**src/rtl/cfg_loader_pkg.sv**
```systemverilog
`timescale 1ns/1ps
package cfg_loader_pkg;
  localparam int WORD_W  = 16;
  localparam int ADDR_W  = 6;
  localparam int STRAP_W = 8;
  localparam logic [WORD_W-1:0] SIGNATURE = 16'h55AA;
  localparam logic [2:0] READ_CMD = 3'b110;

  typedef enum logic [1:0] {S_LATCH, S_GAP, S_XFER, S_DONE} ld_state_t;

  // default word value derived from the captured straps
  function automatic logic [WORD_W-1:0] strap_default(input int idx,
                                                      input logic [STRAP_W-1:0] strap);
    logic [WORD_W-1:0] v;
    v = '0;
    if (idx == 1)       v = {14'b0, strap[1:0]};
    else if (idx == 2)  v = {8'b0, strap[7:2], 2'b00};
    else if (idx == 7)  v = 16'h0077;
    else if (idx == 10) v = 16'h0080;
    return v;
  endfunction
endpackage

```
**src/rtl/cfg_rst_sync.sv**
```systemverilog
`timescale 1ns/1ps
module cfg_rst_sync (
  input  logic clk,
  input  logic rst_n,
  output logic rst_sync_n
);
  logic [1:0] sync_q;

  always_ff @(posedge clk or negedge rst_n) begin
    if (!rst_n) sync_q <= 2'b00;
    else        sync_q <= {sync_q[0], 1'b1};
  end

  assign rst_sync_n = sync_q[1];
endmodule

```
**src/rtl/cfg_regfile.sv**
```systemverilog
`timescale 1ns/1ps
module cfg_regfile
  import cfg_loader_pkg::*;
#(
  parameter int NUM_CFG = 11,
  parameter int IDX_W   = 4
) (
  input  logic                      clk,
  input  logic                      rst_n,
  input  logic                      load_def,
  input  logic [STRAP_W-1:0]        strap_i,
  input  logic                      wr_en,
  input  logic [IDX_W-1:0]          wr_idx,
  input  logic [WORD_W-1:0]         wr_data,
  output logic [NUM_CFG*WORD_W-1:0] words_o
);
  for (genvar g = 1; g <= NUM_CFG; g++) begin : g_word
    logic [WORD_W-1:0] word_q;
    logic              hit;
    assign hit = wr_en && (wr_idx == IDX_W'(g));

    always_ff @(posedge clk or negedge rst_n) begin
      if (!rst_n)        word_q <= '0;
      else if (load_def) word_q <= strap_default(g, strap_i);
      else if (hit)      word_q <= wr_data;
    end

    assign words_o[g*WORD_W-1 -: WORD_W] = word_q;
  end

  // writes only address an existing configuration word
  assert_wr_in_range_R7: assert property (@(posedge clk) disable iff (!rst_n)
    wr_en |-> (wr_idx >= IDX_W'(1)) && (wr_idx <= IDX_W'(NUM_CFG)));
  // the strap capture and an EEPROM write never coincide
  assert_def_excl_R1: assert property (@(posedge clk) disable iff (!rst_n)
    load_def |-> !wr_en);
endmodule

```
**src/rtl/cfg_loader.sv**
```systemverilog
`timescale 1ns/1ps
module cfg_loader
  import cfg_loader_pkg::*;
#(
  parameter int SK_HALF_LOG2 = 7,
  parameter int NUM_CFG      = 11
) (
  input  logic                      clk,
  input  logic                      rst_n,
  input  logic [7:0]                strap_i,
  input  logic                      ee_do,
  output logic                      ee_cs,
  output logic                      ee_sk,
  output logic                      ee_di,
  output logic                      ee_oe,
  output logic [NUM_CFG*16-1:0]     cfg_words_o,
  output logic                      core_rst_n
);
  localparam int CNT_W     = SK_HALF_LOG2 + 1;
  localparam int CMD_BITS  = 3 + ADDR_W;
  localparam int SLOT_W    = 5;
  localparam int IDX_W     = $clog2(NUM_CFG + 1);
  localparam logic [SLOT_W-1:0] CMD_SLOTS = SLOT_W'(CMD_BITS);
  localparam logic [SLOT_W-1:0] LAST_SLOT = SLOT_W'(CMD_BITS + WORD_W - 1);
  localparam logic [IDX_W-1:0]  LAST_IDX  = IDX_W'(NUM_CFG);

  logic                rst_sync_n;
  ld_state_t           state_q, state_d;
  logic [CNT_W-1:0]    cnt_q, cnt_d;
  logic [SLOT_W-1:0]   slot_q, slot_d;
  logic [IDX_W-1:0]    idx_q, idx_d;
  logic [WORD_W-1:0]   shift_q, shift_d;
  logic                done_q, done_d;
  logic                load_def, wr_en, cnt_end;
  logic [WORD_W-1:0]   word_nxt;
  logic [CMD_BITS-1:0] cmd, cmd_sh;

  cfg_rst_sync u_sync (.clk(clk), .rst_n(rst_n), .rst_sync_n(rst_sync_n));

  assign cnt_end  = &cnt_q;
  assign word_nxt = {shift_q[WORD_W-2:0], ee_do};
  assign cmd      = {READ_CMD, {(ADDR_W-IDX_W){1'b0}}, idx_q};
  assign cmd_sh   = cmd << slot_q;

  // next-state logic
  always_comb begin
    state_d  = state_q;
    cnt_d    = cnt_q;
    slot_d   = slot_q;
    idx_d    = idx_q;
    shift_d  = shift_q;
    done_d   = done_q;
    load_def = 1'b0;
    wr_en    = 1'b0;
    case (state_q)
      S_LATCH: begin
        load_def = 1'b1;
        cnt_d    = '0;
        state_d  = S_GAP;
      end
      S_GAP: begin
        cnt_d = cnt_q + 1'b1;
        if (cnt_end) begin
          slot_d  = '0;
          state_d = S_XFER;
        end
      end
      S_XFER: begin
        cnt_d = cnt_q + 1'b1;
        if (cnt_end) begin
          if (slot_q >= CMD_SLOTS) shift_d = word_nxt;
          if (slot_q == LAST_SLOT) begin
            if (idx_q == '0) begin
              if (word_nxt == SIGNATURE) begin
                idx_d   = idx_q + 1'b1;
                state_d = S_GAP;
              end else begin
                done_d  = 1'b1;
                state_d = S_DONE;
              end
            end else begin
              wr_en = 1'b1;
              if (idx_q == LAST_IDX) begin
                done_d  = 1'b1;
                state_d = S_DONE;
              end else begin
                idx_d   = idx_q + 1'b1;
                state_d = S_GAP;
              end
            end
          end else begin
            slot_d = slot_q + 1'b1;
          end
        end
      end
      default: begin
        state_d = S_DONE;
      end
    endcase
  end

  // registers
  always_ff @(posedge clk or negedge rst_sync_n) begin
    if (!rst_sync_n) begin
      state_q <= S_LATCH;
      cnt_q   <= '0;
      slot_q  <= '0;
      idx_q   <= '0;
      shift_q <= '0;
      done_q  <= 1'b0;
    end else begin
      state_q <= state_d;
      cnt_q   <= cnt_d;
      slot_q  <= slot_d;
      idx_q   <= idx_d;
      shift_q <= shift_d;
      done_q  <= done_d;
    end
  end

  assign ee_cs      = (state_q == S_XFER);
  assign ee_sk      = (state_q == S_XFER) && cnt_q[CNT_W-1];
  assign ee_di      = (state_q == S_XFER) && (slot_q < CMD_SLOTS) && cmd_sh[CMD_BITS-1];
  assign ee_oe      = (state_q == S_GAP) || (state_q == S_XFER);
  assign core_rst_n = done_q;

  cfg_regfile #(.NUM_CFG(NUM_CFG), .IDX_W(IDX_W)) u_regs (
    .clk(clk), .rst_n(rst_sync_n), .load_def(load_def), .strap_i(strap_i),
    .wr_en(wr_en), .wr_idx(idx_q), .wr_data(word_nxt), .words_o(cfg_words_o)
  );

  // assertion-only counter of cycles with chip select low
  logic [CNT_W:0] cs_low_cnt;
  always_ff @(posedge clk or negedge rst_sync_n) begin
    if (!rst_sync_n)           cs_low_cnt <= '0;
    else if (ee_cs)            cs_low_cnt <= '0;
    else if (cs_low_cnt != '1) cs_low_cnt <= cs_low_cnt + 1'b1;
  end

  assert_di_low_sk_R5: assert property (@(posedge clk) disable iff (!rst_sync_n)
    !$stable(ee_di) |-> !ee_sk);
  assert_cs_gap_R8: assert property (@(posedge clk) disable iff (!rst_sync_n)
    $rose(ee_cs) |-> cs_low_cnt >= (CNT_W+1)'(2 << SK_HALF_LOG2));
  assert_done_sticky_R9: assert property (@(posedge clk) disable iff (!rst_sync_n)
    core_rst_n |=> core_rst_n);
  assert_quiet_done_R9: assert property (@(posedge clk) disable iff (!rst_sync_n)
    core_rst_n |-> !ee_cs && !ee_sk && !ee_di && !ee_oe);
  assert_hold_core_R2: assert property (@(posedge clk) disable iff (!rst_sync_n)
    ee_cs |-> !core_rst_n && ee_oe);
endmodule

```
**config.mk**
```make
export PLATFORM = sky130hd
export DESIGN_NAME = cfg_loader
export DESIGN_NICKNAME = d
export VERILOG_FILES = /design/src/rtl/cfg_loader_pkg.sv /design/src/rtl/cfg_rst_sync.sv /design/src/rtl/cfg_regfile.sv /design/src/rtl/cfg_loader.sv
export SDC_FILE = /design/constraint.sdc
export NUM_CORES = 1
export LEC_CHECK = 0
export BUFFER_PORTS_ARGS = -buffer_cell sky130_fd_sc_hd__buf_2
export CELL_PAD_IN_SITES_DETAIL_PLACEMENT = 0
export CELL_PAD_IN_SITES_GLOBAL_PLACEMENT = 1
export CORE_ASPECT_RATIO = 1.1
export CORE_MARGIN = 3
export CORE_UTILIZATION = 35
export DETAILED_ROUTE_END_ITERATION = 10
export PLACE_DENSITY = 0.74
export SLEW_MARGIN = 5
export SYNTH_ARGS = -nofsm -noshare
export SYNTH_HDL_FRONTEND = slang
export SYNTH_HIERARCHICAL = 1
export SYNTH_SLANG_ARGS = --single-unit
```
**constraint.sdc**
```tcl
create_clock -name clk -period 7.85 [get_ports clk]
set_clock_uncertainty 0.15 [all_clocks]
set_input_delay 1.1775 -clock clk [delete_from_list [all_inputs] [get_ports clk]]
set_output_delay 1.1775 -clock clk [all_outputs]
set_load 0.005 [all_outputs]
```
==> results of run 1 <==
-- cell usage in the layout, fill, tap and decap left out, types with 3 or more instances in the layout --
cell type                   Yosys  layout
sky130_fd_sc_hd__o31ai_1        3       3
sky130_fd_sc_hd__nand3_1       35      35
sky130_fd_sc_hd__o21ai_0       45      45
sky130_fd_sc_hd__nand2_2        4       4
sky130_fd_sc_hd__buf_2         15     191
sky130_fd_sc_hd__a22o_1         5       5
sky130_fd_sc_hd__buf_4         12       3
sky130_fd_sc_hd__dfrtp_1      213     212
sky130_fd_sc_hd__and4bb_2       4       4
sky130_fd_sc_hd__nor2_1        21      21
sky130_fd_sc_hd__nor2b_1       11      11
sky130_fd_sc_hd__clkbuf_1      25       7
sky130_fd_sc_hd__clkbuf_16      0      24
sky130_fd_sc_hd__mux2_4        10      10
sky130_fd_sc_hd__nand2_1       15      15
sky130_fd_sc_hd__a31oi_1       12      12
sky130_fd_sc_hd__nand4_1        3       3
sky130_fd_sc_hd__a21oi_1       34      34
sky130_fd_sc_hd__nand2b_1     157     157
sky130_fd_sc_hd__inv_1          9       9
sky130_fd_sc_hd__mux2i_1      144     144
sky130_fd_sc_hd__mux2_2         8       8
sky130_fd_sc_hd__clkinv_2       0       4
sky130_fd_sc_hd__ha_1          11      10
-- synthesized netlist by cell type, types with 9 or more instances --
cell type	instances	area, um2
sky130_fd_sc_hd__ha_1	11	138
sky130_fd_sc_hd__o21ai_0	45	225
sky130_fd_sc_hd__mux2_4	10	150
sky130_fd_sc_hd__mux2i_1	144	1440
sky130_fd_sc_hd__a31oi_1	12	75.1
sky130_fd_sc_hd__nand2_1	15	56.3
sky130_fd_sc_hd__nor2b_1	11	68.8
sky130_fd_sc_hd__inv_1	9	33.8
sky130_fd_sc_hd__a21oi_1	34	170
sky130_fd_sc_hd__clkbuf_1	25	93.8
sky130_fd_sc_hd__buf_2	15	75.1
sky130_fd_sc_hd__nand3_1	35	175
sky130_fd_sc_hd__dfrtp_1	213	5330
sky130_fd_sc_hd__nand2b_1	157	982
sky130_fd_sc_hd__buf_4	12	90.1
sky130_fd_sc_hd__nor2_1	21	78.8
-- through the flow --
stage	cells	total power, mW	hold slack, ns	setup WS (ns)
6_report	1380	2.18	0.0832	4.27
5_1_grt	1380	2.26	0.109	4.07
4_1_cts	1380	2.22	0.0845	4.09
3_5_place_dp	1341	1.16	0.0846	4.48
3_3_place_gp	1341	1.16	0.0846	4.50
2_1_floorplan	853	1.14	0.181	1.32
-- registers in the layout (all words and copies together) (netlist names) --
signal,flops
u_sync/sync_q,2
idx_q,4
state_q,2
u_regs/g_word.word_q,176
shift_q,15
cnt_q,8
core_rst_n,1
slot_q,5
-- worst register-to-register path: cells and delay by family (launching register included) --
family,cells,cell delay [ns]
AO/OA/AOI/OAI,1,0.46
adder cells (fa/ha/maj),1,0.27
buffers and inverters,1,0.36
flip-flops,1,0.43
multiplexers,1,0.27
AND/OR/NAND/NOR,5,1.37
-- cell families (layout without fill, tap and decap cells) --
group,after synthesis,after routing,synth area share [%]
AO/OA/AOI/OAI,111,111,6.41
XOR/XNOR,2,2,0.177
adder cells (fa/ha/maj),11,11,1.39
buffers and inverters,79,243,4.37
flip-flops,213,213,53.7
multiplexers,162,162,17.0
other,1,1,0.0378
AND/OR/NAND/NOR,274,274,16.9
-- layer usage --
metal | up-vias | share of wire [%] | track usage (%)
met4 | 0 | 1.4 | 3.43
met1 | 3493 | 46 | 25.5
met5 | - | 0 | 0
li1 | 3193 | - | -
met2 | 198 | 48 | 28.6
met3 | 30 | 4.6 | 2.34
-- path summary, 6_finish.rpt --
check	from	to	slack [ns]	cells after the start
min reg2reg	u_sync/sync_q[1]	u_regs/g_word[11].word_q[0]	0.08	0
min in group clk	u_sync/sync_q[0]	u_sync/sync_q[1]	0.20	0
max	state_q[0]	ee_di	4.27	5
max in group asynchronous	u_sync/sync_q[1]	u_regs/g_word[4].word_q[7]	6.05	1
min	u_sync/sync_q[1]	u_regs/g_word[11].word_q[0]	0.08	0
max reg2reg	cnt_q[0]	u_regs/g_word[3].word_q[8]	4.45	9
-- final cells by class --
type                            count  area, um2
Timing Repair Buffer              195        998
Multi-Input combinational cell    561       4170
Clock inverter                      6       66.3
Clock buffer                       33        654
Tap cell                          363        454
Fill cell                        2712      16200
Inverter                            9       33.8
Sequential cell                   213       5330
-- power by group through the flow --
stage | logic, mW | clock network [mW] | registers, mW
2_1_floorplan | 0.00286 | 0 | 1.14
3_3_place_gp | 0.0314 | 0 | 1.12
4_1_cts | 0.0313 | 1.08 | 1.11
3_5_place_dp | 0.0311 | 0 | 1.13
5_1_grt | 0.0346 | 1.13 | 1.11
6_report | 0.0293 | 1.05 | 1.11
==> results.py, run 1 <==
metrics = {
    "run": {
        "maxCapViolations": 0,
    },
    "synthesis": {
        "post_synth_edffs": 0,
        "yosys_most_used_dff": "sky130_fd_sc_hd__dfrtp_1",
        "synth.yosys.warnings": 6,
        "synth.net_count": 875,
        "async_flop_share_pct": 100,
        "avgSynthCellArea_um2": 11.6,
        "synthDistinctLibCells": 56,
        "synth-seq-area-share_pct": 53.7,
        "postSynthCellCount": 853,
        "synthesis.area_mm2": 0.00992,
        "postSynthRegisterBits": 213,
    },
    "routing": {
        "first_pass_drt_iterations": 5,
        "drc": 0,
        "routed-via-count": 6914,
        "vias_per_cell": 5.01,
        "detail_route.wl_per_cell_um": 20.0,
        "initialDrtViolationCount": 617,
        "route.final.wire_length_um": 27500,
        "final_antenna_net_count": 0,
    },
    "timing": {
        "tns_ns": 0,
        "achievable-frequency_ghz": 0.279,
        "worst_slew_margin_rel_pct": 25.8,
        "drv_slew": 0,
        "post-route-period-util_pct": 45.7,
        "worst_slew_pin_slew_ns": 1.11,
        "min_period_ns": 3.58,
        "rsz0062_at_grt": "false",
        "timing.final.setup_violations": 0,
        "hold_violations": 0,
    },
    "cells_and_area": {
        "non_filler_cell_area_final_mm2": 0.0117,
        "area_growth_syn_to_layout_pct": 18.1,
        "design.final.nets": 1026,
        "antennaDiodeCount": 0,
        "post-route-util_pct": 42.0,
        "proportion_of_layout_cells_with_a_drive_suffix_above_1_pct": 26.6,
    },
    "clock_tree": {
        "clock_sink_count": 213,
        "cts.path.max_buffers": 3,
        "clk_latency_ns": 0.52,
        "number_of_buffers_inserted_during_clock_tree_synthesis": 24,
        "clock_tree.htree_level_count": 1,
        "total_of_cells_resized_after_clock_tree_synthesis": 0,
        "post-cts-setup-buffer-count": 0,
        "cts_hold_repair.buffers": 0,
        "clkTransAtPathRegs_ns": 0.06,
        "cts_tree": "built",
        "clk_root_buffer_cell": "sky130_fd_sc_hd__clkbuf_16",
    },
    "critical_path": {
        "cpMostUsedCell": "sky130_fd_sc_hd__inv_1",
        "critical_path_buf_inv_count": 3,
        "critPathSlowestCell": "sky130_fd_sc_hd__dfrtp_1",
        "worst_ep_arrival_time_ns": 2.26,
        "timing.critical_path.required_ns": 6.52,
        "timing_worst_setup_path_type": "reg2out",
        "critical_path.max_stage_delay_ns": 0.42,
        "worstSetupEndpointType": "primary output",
        "path_max_fanout": 7,
        "timing.critical_path.cells": "inv_1 > ha_1 > inv_1 > a211oi_1 > buf_2",
        "worstSetupStartpointType": "flop",
        "critPathTopFamily": "buffers and inverters",
    },
    "floorplanning": {
        "floorplan.core_area_mm2": 0.0279,
        "initial_core_util_pct": 35.6,
        "floorplan.die_area_mm2": 0.0304,
        "die_w_um": 166,
        "boundaryPins": 192,
        "die_h_um": 183,
        "std_cell_rows": 64,
    },
    "global_routing": {
        "grt_first_pass_wirelength_um": 42800,
        "grt_antenna_before_repair": 0,
        "grt_remaining_overflow": 0,
        "first_global_vias": 7082,
        "grt_util_all_layers_pct": 17.6,
        "grt_start_max_net_pins": 190,
    },
    "pwr": {
        "power.clock.fraction_pct": 48.0,
        "seq_power_share_pct": 50.7,
        "combPwrFrac_pct": 1.3,
        "p_sw_mw": 0.462,
        "power.share.switching_pct": 21.2,
        "peakVddDrop_mv": 0.118,
        "power_density_mw_per_mm2": 186,
        "p_int_mw": 1.72,
        "power.static_leakage_nw": 6.29,
    },
    "outcome": {
        "result_of_the_run": "finished clean",
    },
    "place": {
        "placed_area_mm2": 0.0110,
        "gp_congestion": 0.746,
        "place.detailed.hpwl_um": 17900,
        "io_buffers": 191,
    },
    "worst_hold_path": {
        "min_path_type": "reg2async",
    },
}
No activity file was read; power rests on OpenSTA's default activity.
==> run 2: changes to the inputs <==
clock period = 3.6 ns   (was 7.85 ns; I/O delays follow)
==> run 2 against run 1 <==
Total power grew 120%. Core utilization grew 0.39 points. Register-to-register slack lost 3.9 ns. First-iteration DRC count shrank 7.9%. Sequential power grew 120%. Clock-buffer cell count grew 2. Flip-flop and latch count is the same. Sequential share of layout area shrank 0.42 points. Clock power grew 120%. Routed wire length shrank 0.66%. Cell count grew 0.94%. Non-clock buffer count grew 10. Critical path type is now reg2reg. Highest routed layer unchanged.
==> results.py, run 2 (synthesized netlist as in run 1, its figures left out) <==
metrics = {
    "outcome": {
        "result_of_the_run": "finished clean",
    },
    "global_routing": {
        "grt.met2_usage_pct": 28.4,
        "grt_remaining_overflow": 0,
        "grt_start_max_net_pins": 65,
        "first_global_vias": 7023,
        "grt_antenna_before_repair": 0,
        "top_usage_layer": "met2",
        "global_route.usage.met1_pct": 25.7,
        "grt_util_met3_pct": 2.34,
        "grt_util_all_layers_pct": 17.6,
        "grt_first_pass_wirelength_um": 42800,
    },
    "clock_tree": {
        "number_of_buffers_inserted_during_clock_tree_synthesis": 23,
        "cts_tree": "built",
        "clock_tree.htree_level_count": 1,
        "clkTransAtPathRegs_ns": 0.06,
        "cts_hold_repair.buffers": 1,
        "cts.path.max_buffers": 3,
        "clock_sink_count": 213,
        "post-cts-setup-buffer-count": 0,
        "total_of_cells_resized_after_clock_tree_synthesis": 0,
        "clk_latency_ns": 0.51,
        "clk_root_buffer_cell": "sky130_fd_sc_hd__clkbuf_16",
    },
    "pwr": {
        "seq_power_share_pct": 50.5,
        "power.clock.fraction_pct": 48.1,
        "p_int_mw": 3.76,
        "power_density_mw_per_mm2": 404,
        "power.share.switching_pct": 21.3,
        "finalPower_mw": 4.77,
        "p_sw_mw": 1.01,
        "peakVddDrop_mv": 0.271,
        "power.static_leakage_nw": 6.37,
        "combPwrFrac_pct": 1.4,
    },
    "critical_path": {
        "setup.worst_path.start": "slot_q[1]",
        "timing.critical_path.required_ns": 3.83,
        "critPathSlowestCell": "sky130_fd_sc_hd__or3b_2",
        "critPathTopFamily": "simple AND/OR/NAND/NOR gates",
        "worstReg2RegStart": "slot_q[1]",
        "path_max_fanout": 32,
        "timing.critical_path.cells": "inv_1 > ha_1 > and4_1 > nand2_1 > a211oi_1 > or3b_2 > o21ai_0 > a21oi_1",
        "worstSetupEndpointType": "flop",
        "timing_worst_setup_path_type": "reg2reg",
        "worstSetupStartpointType": "flop",
        "critical_path.max_stage_delay_ns": 0.77,
        "path_depth": 8,
        "critical_path_buf_inv_count": 1,
        "timing.reg2reg.worst_path_depth": 8,
        "worst_ep_arrival_time_ns": 3.27,
    },
    "worst_hold_path": {
        "min_path_type": "reg2async",
    },
    "cells_and_area": {
        "post-route-util_pct": 42.4,
        "design.final.nets": 1035,
        "antennaDiodeCount": 0,
        "max_reg_flops": 176,
        "layout_common_cells": "sky130_fd_sc_hd__dfrtp_1 (212), sky130_fd_sc_hd__buf_2 (191), sky130_fd_sc_hd__nand2b_1 (157)",
        "proportion_of_layout_cells_with_a_drive_suffix_above_1_pct": 27.8,
        "max_flop_register": "u_regs/g_word.word_q",
        "largestRegisters": "u_regs/g_word.word_q x176, shift_q x15, cnt_q x8",
        "area_growth_syn_to_layout_pct": 19.2,
        "final_common_cell": "sky130_fd_sc_hd__dfrtp_1",
    },
    "routing": {
        "vias_per_cell": 4.93,
        "first_pass_drt_iterations": 4,
        "route.final.wire_length_um": 27400,
        "final_antenna_net_count": 0,
        "routed-via-count": 6863,
        "detail_route.wl_per_cell_um": 19.6,
        "initialDrtViolationCount": 568,
        "drc": 0,
    },
    "run": {
        "maxCapViolations": 0,
    },
    "floorplanning": {
        "boundaryPins": 192,
        "initial_core_util_pct": 35.6,
        "die_w_um": 166,
        "std_cell_rows": 64,
        "floorplan.core_area_mm2": 0.0279,
        "floorplan.die_area_mm2": 0.0304,
        "die_h_um": 183,
    },
    "place": {
        "io_buffers": 191,
        "place.detailed.hpwl_um": 18200,
        "gp_congestion": 0.787,
    },
    "timing": {
        "hold_violations": 0,
        "timing.final.setup_violations": 0,
        "worst_slew_margin_rel_pct": 53.6,
        "achievable-frequency_ghz": 0.329,
        "worst_slew_pin_slew_ns": 0.695,
        "post-route-period-util_pct": 84.5,
        "rsz0062_at_grt": "false",
        "tns_ns": 0,
        "hold_ws_ns": 0.125,
        "min_period_ns": 3.04,
        "drv_slew": 0,
    },
}
run 2: changes by cell type in the layout (fill, tap and decap cells not counted), sizes merged:
cell and change:
buf +9, bufinv -1, clkbuf +2, clkinv +1, dlygate4sd3 +1, inv +1
run 2: final timing paths:
path	endpoint	slack [ns]
setup / recovery	u_regs/g_word[1].word_q[14]	0.56
min in group clk	u_regs/g_word[2].word_q[4]	0.13
setup reg to reg	u_regs/g_word[1].word_q[14]	0.56
max in group asynchronous	u_regs/g_word[4].word_q[10]	2.39
hold reg to reg	idx_q[3]	0.13
hold / removal	idx_q[3]	0.13
run 2: per-layer routing:
metal  part of all wire, %  up-vias
met5                     0        -
met4                   1.4        0
met3                   4.1       33
met2                    47      170
met1                    47     3447
li1                      -     3213
run 2: area by class of cell:
class | instances | area, um2
flip-flops and latches | 213 | 5330
well taps | 363 | 454
repair buffers | 205 | 1090
multi-input cells | 561 | 4170
clock buffers | 35 | 701
inverters | 9 | 33.8
fillers | 2715 | 16000
clock inverters | 7 | 38.8
run 2: worst reg2reg max path, stage by stage (launching register included):
cell	delay, ns
sky130_fd_sc_hd__dfrtp_1	0.46
sky130_fd_sc_hd__inv_1	0.15
sky130_fd_sc_hd__ha_1	0.18
sky130_fd_sc_hd__and4_1	0.27
sky130_fd_sc_hd__nand2_1	0.12
sky130_fd_sc_hd__a211oi_1	0.44
sky130_fd_sc_hd__or3b_2	0.77
sky130_fd_sc_hd__o21ai_0	0.29
sky130_fd_sc_hd__a21oi_1	0.10
run 2: metrics by stage:
step                setup WS, ns  instance area [um2]  std cells
finish                     0.559                11800       1393
global route               0.222                11800       1393
CTS                        0.546                11800       1393
detailed placement         0.561                11100       1350
global placement           0.619                11100       1350
floorplan                   1.10                 9920        853
run 2: power by group through the flow:
stage	Clock (mW)	Combinational, mW	Sequential, mW
after floorplan	0	0.00623	2.48
after global placement	0	0.0704	2.46
after detailed placement	0	0.0712	2.46
after CTS	2.35	0.0719	2.41
after global routing	2.45	0.0782	2.41
final	2.29	0.0672	2.41
==> run 3: changes to the inputs <==
ABC_AREA = 1   (was unset)
PLACE_DENSITY = 0.77   (was 0.74)
clock period = 3.05 ns   (was 3.6 ns; I/O delays follow)
==> run 3 against run 2 <==
Sequential power grew 18%. Clock power rose by 31%. Hold slack worse by 0.046 ns. Register-to-register slack worse by 0.13 ns. Sequential share of layout area grew 0.16 points. Die area decreased by 2.4%. Synthesized cell count rose by 29%. Non-clock buffer count increased by 12. Clock-buffer cell count fell by 4. Global-route usage grew 2.0 points. Critical path type unchanged. Critical endpoint is now u_regs/g_word[4].word_q[3]. Largest cell class unchanged.
==> results.py, run 3 <==
metrics = {
    "synthesis": {
        "synth.yosys.warnings": 6,
        "synth-seq-area-share_pct": 55.1,
        "post_synth_edffs": 0,
        "post_synth_most_frequent_cells": "sky130_fd_sc_hd__nand2_1 (424), sky130_fd_sc_hd__dfrtp_1 (213), sky130_fd_sc_hd__nand3_1 (190)",
        "synth.most_common_cell": "sky130_fd_sc_hd__nand2_1",
        "synthDistinctLibCells": 44,
        "postSynthCellCount": 1103,
        "synthesis.area_mm2": 0.00967,
        "synth.largest_area_cell": "sky130_fd_sc_hd__dfrtp_1",
        "avgSynthCellArea_um2": 8.77,
        "yosys_most_used_dff": "sky130_fd_sc_hd__dfrtp_1",
        "synth_top_area_share_pct": 55.1,
        "synth.net_count": 1125,
        "async_flop_share_pct": 100,
        "synthTopCellsByArea": "sky130_fd_sc_hd__dfrtp_1 (55%), sky130_fd_sc_hd__nand2_1 (16%), sky130_fd_sc_hd__nand3_1 (9.8%)",
        "postSynthRegisterBits": 213,
    },
    "timing": {
        "final_critical_path_setup_slack_ns": 0.431,
        "drv_slew": 0,
        "post-route-period-util_pct": 85.9,
        "hold_violations": 0,
        "hold_ws_ns": 0.0798,
        "rsz0062_at_grt": "false",
        "timing.final.setup_violations": 0,
        "achievable-frequency_ghz": 0.382,
        "worst_slew_margin_rel_pct": 28.0,
        "worst_slew_pin_slew_ns": 1.08,
        "min_period_ns": 2.62,
        "tns_ns": 0,
    },
    "floorplanning": {
        "die_w_um": 164,
        "floorplan.die_area_mm2": 0.0297,
        "boundaryPins": 192,
        "std_cell_rows": 63,
        "floorplan.core_area_mm2": 0.0271,
        "die_h_um": 180,
        "initial_core_util_pct": 35.7,
    },
    "clock_tree": {
        "total_of_cells_resized_after_clock_tree_synthesis": 0,
        "cts_tree": "built",
        "cts_hold_repair.buffers": 1,
        "clock_tree.htree_level_count": 1,
        "clock_sink_count": 213,
        "clkTransAtPathRegs_ns": 0.06,
        "clk_latency_ns": 0.52,
        "post-cts-setup-buffer-count": 0,
        "number_of_buffers_inserted_during_clock_tree_synthesis": 23,
        "clk_root_buffer_cell": "sky130_fd_sc_hd__clkbuf_16",
        "cts.path.max_buffers": 3,
    },
    "cells_and_area": {
        "max_reg_flops": 176,
        "final_common_cell": "sky130_fd_sc_hd__nand2_1",
        "largestRegisters": "u_regs/g_word.word_q x176, shift_q x15, cnt_q x8",
        "area_growth_syn_to_layout_pct": 21.8,
        "proportion_of_layout_cells_with_a_drive_suffix_above_1_pct": 26.8,
        "layout_common_cells": "sky130_fd_sc_hd__nand2_1 (424), sky130_fd_sc_hd__dfrtp_1 (212), sky130_fd_sc_hd__buf_2 (191)",
        "antennaDiodeCount": 0,
        "non_filler_cell_area_final_mm2": 0.0118,
        "final.fill_count": 2772,
        "max_flop_register": "u_regs/g_word.word_q",
        "design.final.nets": 1311,
    },
    "place": {
        "io_buffers": 191,
        "place.detailed.hpwl_um": 19500,
        "placed_area_mm2": 0.0110,
        "gp_congestion": 0.826,
        "detailedPlace.worstSlack_ns": 0.430,
    },
    "run": {
        "maxCapViolations": 0,
    },
    "critical_path": {
        "critPathSlowestCell": "sky130_fd_sc_hd__dfrtp_1",
        "timing.critical_path.required_ns": 3.35,
        "timing.reg2reg.worst_path_depth": 12,
        "critPathTopFamily": "simple AND/OR/NAND/NOR gates",
        "worstSetupEndpointType": "flop",
        "cpMostUsedCell": "sky130_fd_sc_hd__nand2_1",
        "critical_path.max_stage_delay_ns": 0.52,
        "timing_worst_setup_path_type": "reg2reg",
        "worst_ep_arrival_time_ns": 2.92,
        "path_depth": 12,
        "critical_path_buf_inv_count": 3,
        "worstSetupStartpointType": "flop",
        "timing.critical_path.cells": "inv_1 > ha_1 > nand2_1 > nor2_1 > nor4_2 > buf_12 > nand2_2 > nor2_4 > nand2_4 > inv_6 > nand2_1 > nand2_1",
        "path_max_fanout": 17,
    },
    "pwr": {
        "power.static_leakage_nw": 6.75,
        "power_density_mw_per_mm2": 501,
        "peakVddDrop_mv": 0.362,
        "finalPower_mw": 5.91,
    },
    "global_routing": {
        "grt_remaining_overflow": 0,
        "first_global_vias": 7640,
        "grt_antenna_before_repair": 0,
        "grt_first_pass_wirelength_um": 45500,
        "grt_start_max_net_pins": 87,
        "grt_util_all_layers_pct": 19.5,
    },
    "routing": {
        "first_pass_drt_iterations": 5,
        "route.final.wire_length_um": 29200,
        "detail_route.wl_per_cell_um": 17.6,
        "initialDrtViolationCount": 722,
        "final_antenna_net_count": 0,
        "drc": 0,
        "routed-via-count": 8057,
        "vias_per_cell": 4.84,
    },
    "worst_hold_path": {
        "timing.hold.worst_path_depth": 3,
        "min_path_type": "in2reg",
    },
    "outcome": {
        "result_of_the_run": "finished clean",
    },
}
run 3: changes by cell type after synthesis, moves of 17 or more:
| cell | change |
|---|---|
| sky130_fd_sc_hd__clkbuf_1 | -21 |
| sky130_fd_sc_hd__nand2b_1 | -157 |
| sky130_fd_sc_hd__nand3_1 | +155 |
| sky130_fd_sc_hd__o21ai_0 | -39 |
| sky130_fd_sc_hd__inv_1 | +33 |
| sky130_fd_sc_hd__buf_2 | +20 |
| sky130_fd_sc_hd__inv_2 | +17 |
| sky130_fd_sc_hd__a21oi_1 | -26 |
| sky130_fd_sc_hd__mux2i_1 | -144 |
| sky130_fd_sc_hd__nand2_1 | +409 |
run 3: through the flow:
stage | std cells | utilization [%]
2_1_floorplan | 1103 | -
5_1_grt | 1663 | 43.4
3_3_place_gp | 1620 | 40.4
6_report | 1663 | 43.4
3_5_place_dp | 1620 | 40.4
4_1_cts | 1663 | 43.4
run 3: path summary, 6_finish.rpt:
path                             startpoint                          to  slack (ns)
setup reg to reg                   idx_q[1]  u_regs/g_word[4].word_q[3]        0.43
hold reg to reg            u_sync/sync_q[1]  u_regs/g_word[1].word_q[5]        0.20
min in group asynchronous             rst_n            u_sync/sync_q[0]        0.10
max in group asynchronous  u_sync/sync_q[1]  u_regs/g_word[6].word_q[6]        1.67
hold / removal                        ee_do                  shift_q[0]        0.08
setup / recovery                   idx_q[1]  u_regs/g_word[4].word_q[3]        0.43
run 3: tightest hold or removal path, stage by stage:
cell and delay [ns]:
sky130_fd_sc_hd__buf_2 0.13, sky130_fd_sc_hd__inv_1 0.06, sky130_fd_sc_hd__o21ai_2 0.05
run 3: cell type report:
cell class,count,area [um2],share of cell area [%]
Multi-Input combinational cell,761,3670,31.1
Sequential cell,213,5330,45.3
Inverter,73,299,2.54
Clock inverter,11,161,1.37
Timing Repair Buffer,217,1220,10.3
Clock buffer,31,656,5.57
Tap cell,357,447,3.79
run 3: logic make-up (layout without fill, tap and decap cells):
family / Yosys count / in the layout / share of synthesized area (%)
fa+ha+maj: 11 / 11 / 1.42
other cells: 1 / 1 / 0.0388
simple gates: 703 / 703 / 33.0
compound gates: 45 / 45 / 3.34
buf+inv: 129 / 332 / 7.03
xor+xnor: 1 / 1 / 0.0906
flops: 213 / 213 / 55.1
run 3: power breakdown:
| group | switching, mW | internal, mW | leakage [nW] |
|---|---|---|---|
| combinational | 0.0504 | 0.0132 | 3.51 |
| clock | 1.16 | 1.85 | 0.404 |
| sequential | 0.0122 | 2.83 | 2.84 |
| total | 1.22 | 4.69 | 6.75 |
run 3: metal layers:
layer / wire length, um / GRT usage [%] / share of wire (%) / vias up
met3: 2060 / 3.29 / 7.1 / 37
met4: 633 / 4.70 / 2.2 / 0
met1: 13000 / 28.0 / 45 / 3841
li1: - / - / - / 3903
met2: 13500 / 31.0 / 46 / 276
met5: 0 / 0 / 0 / -
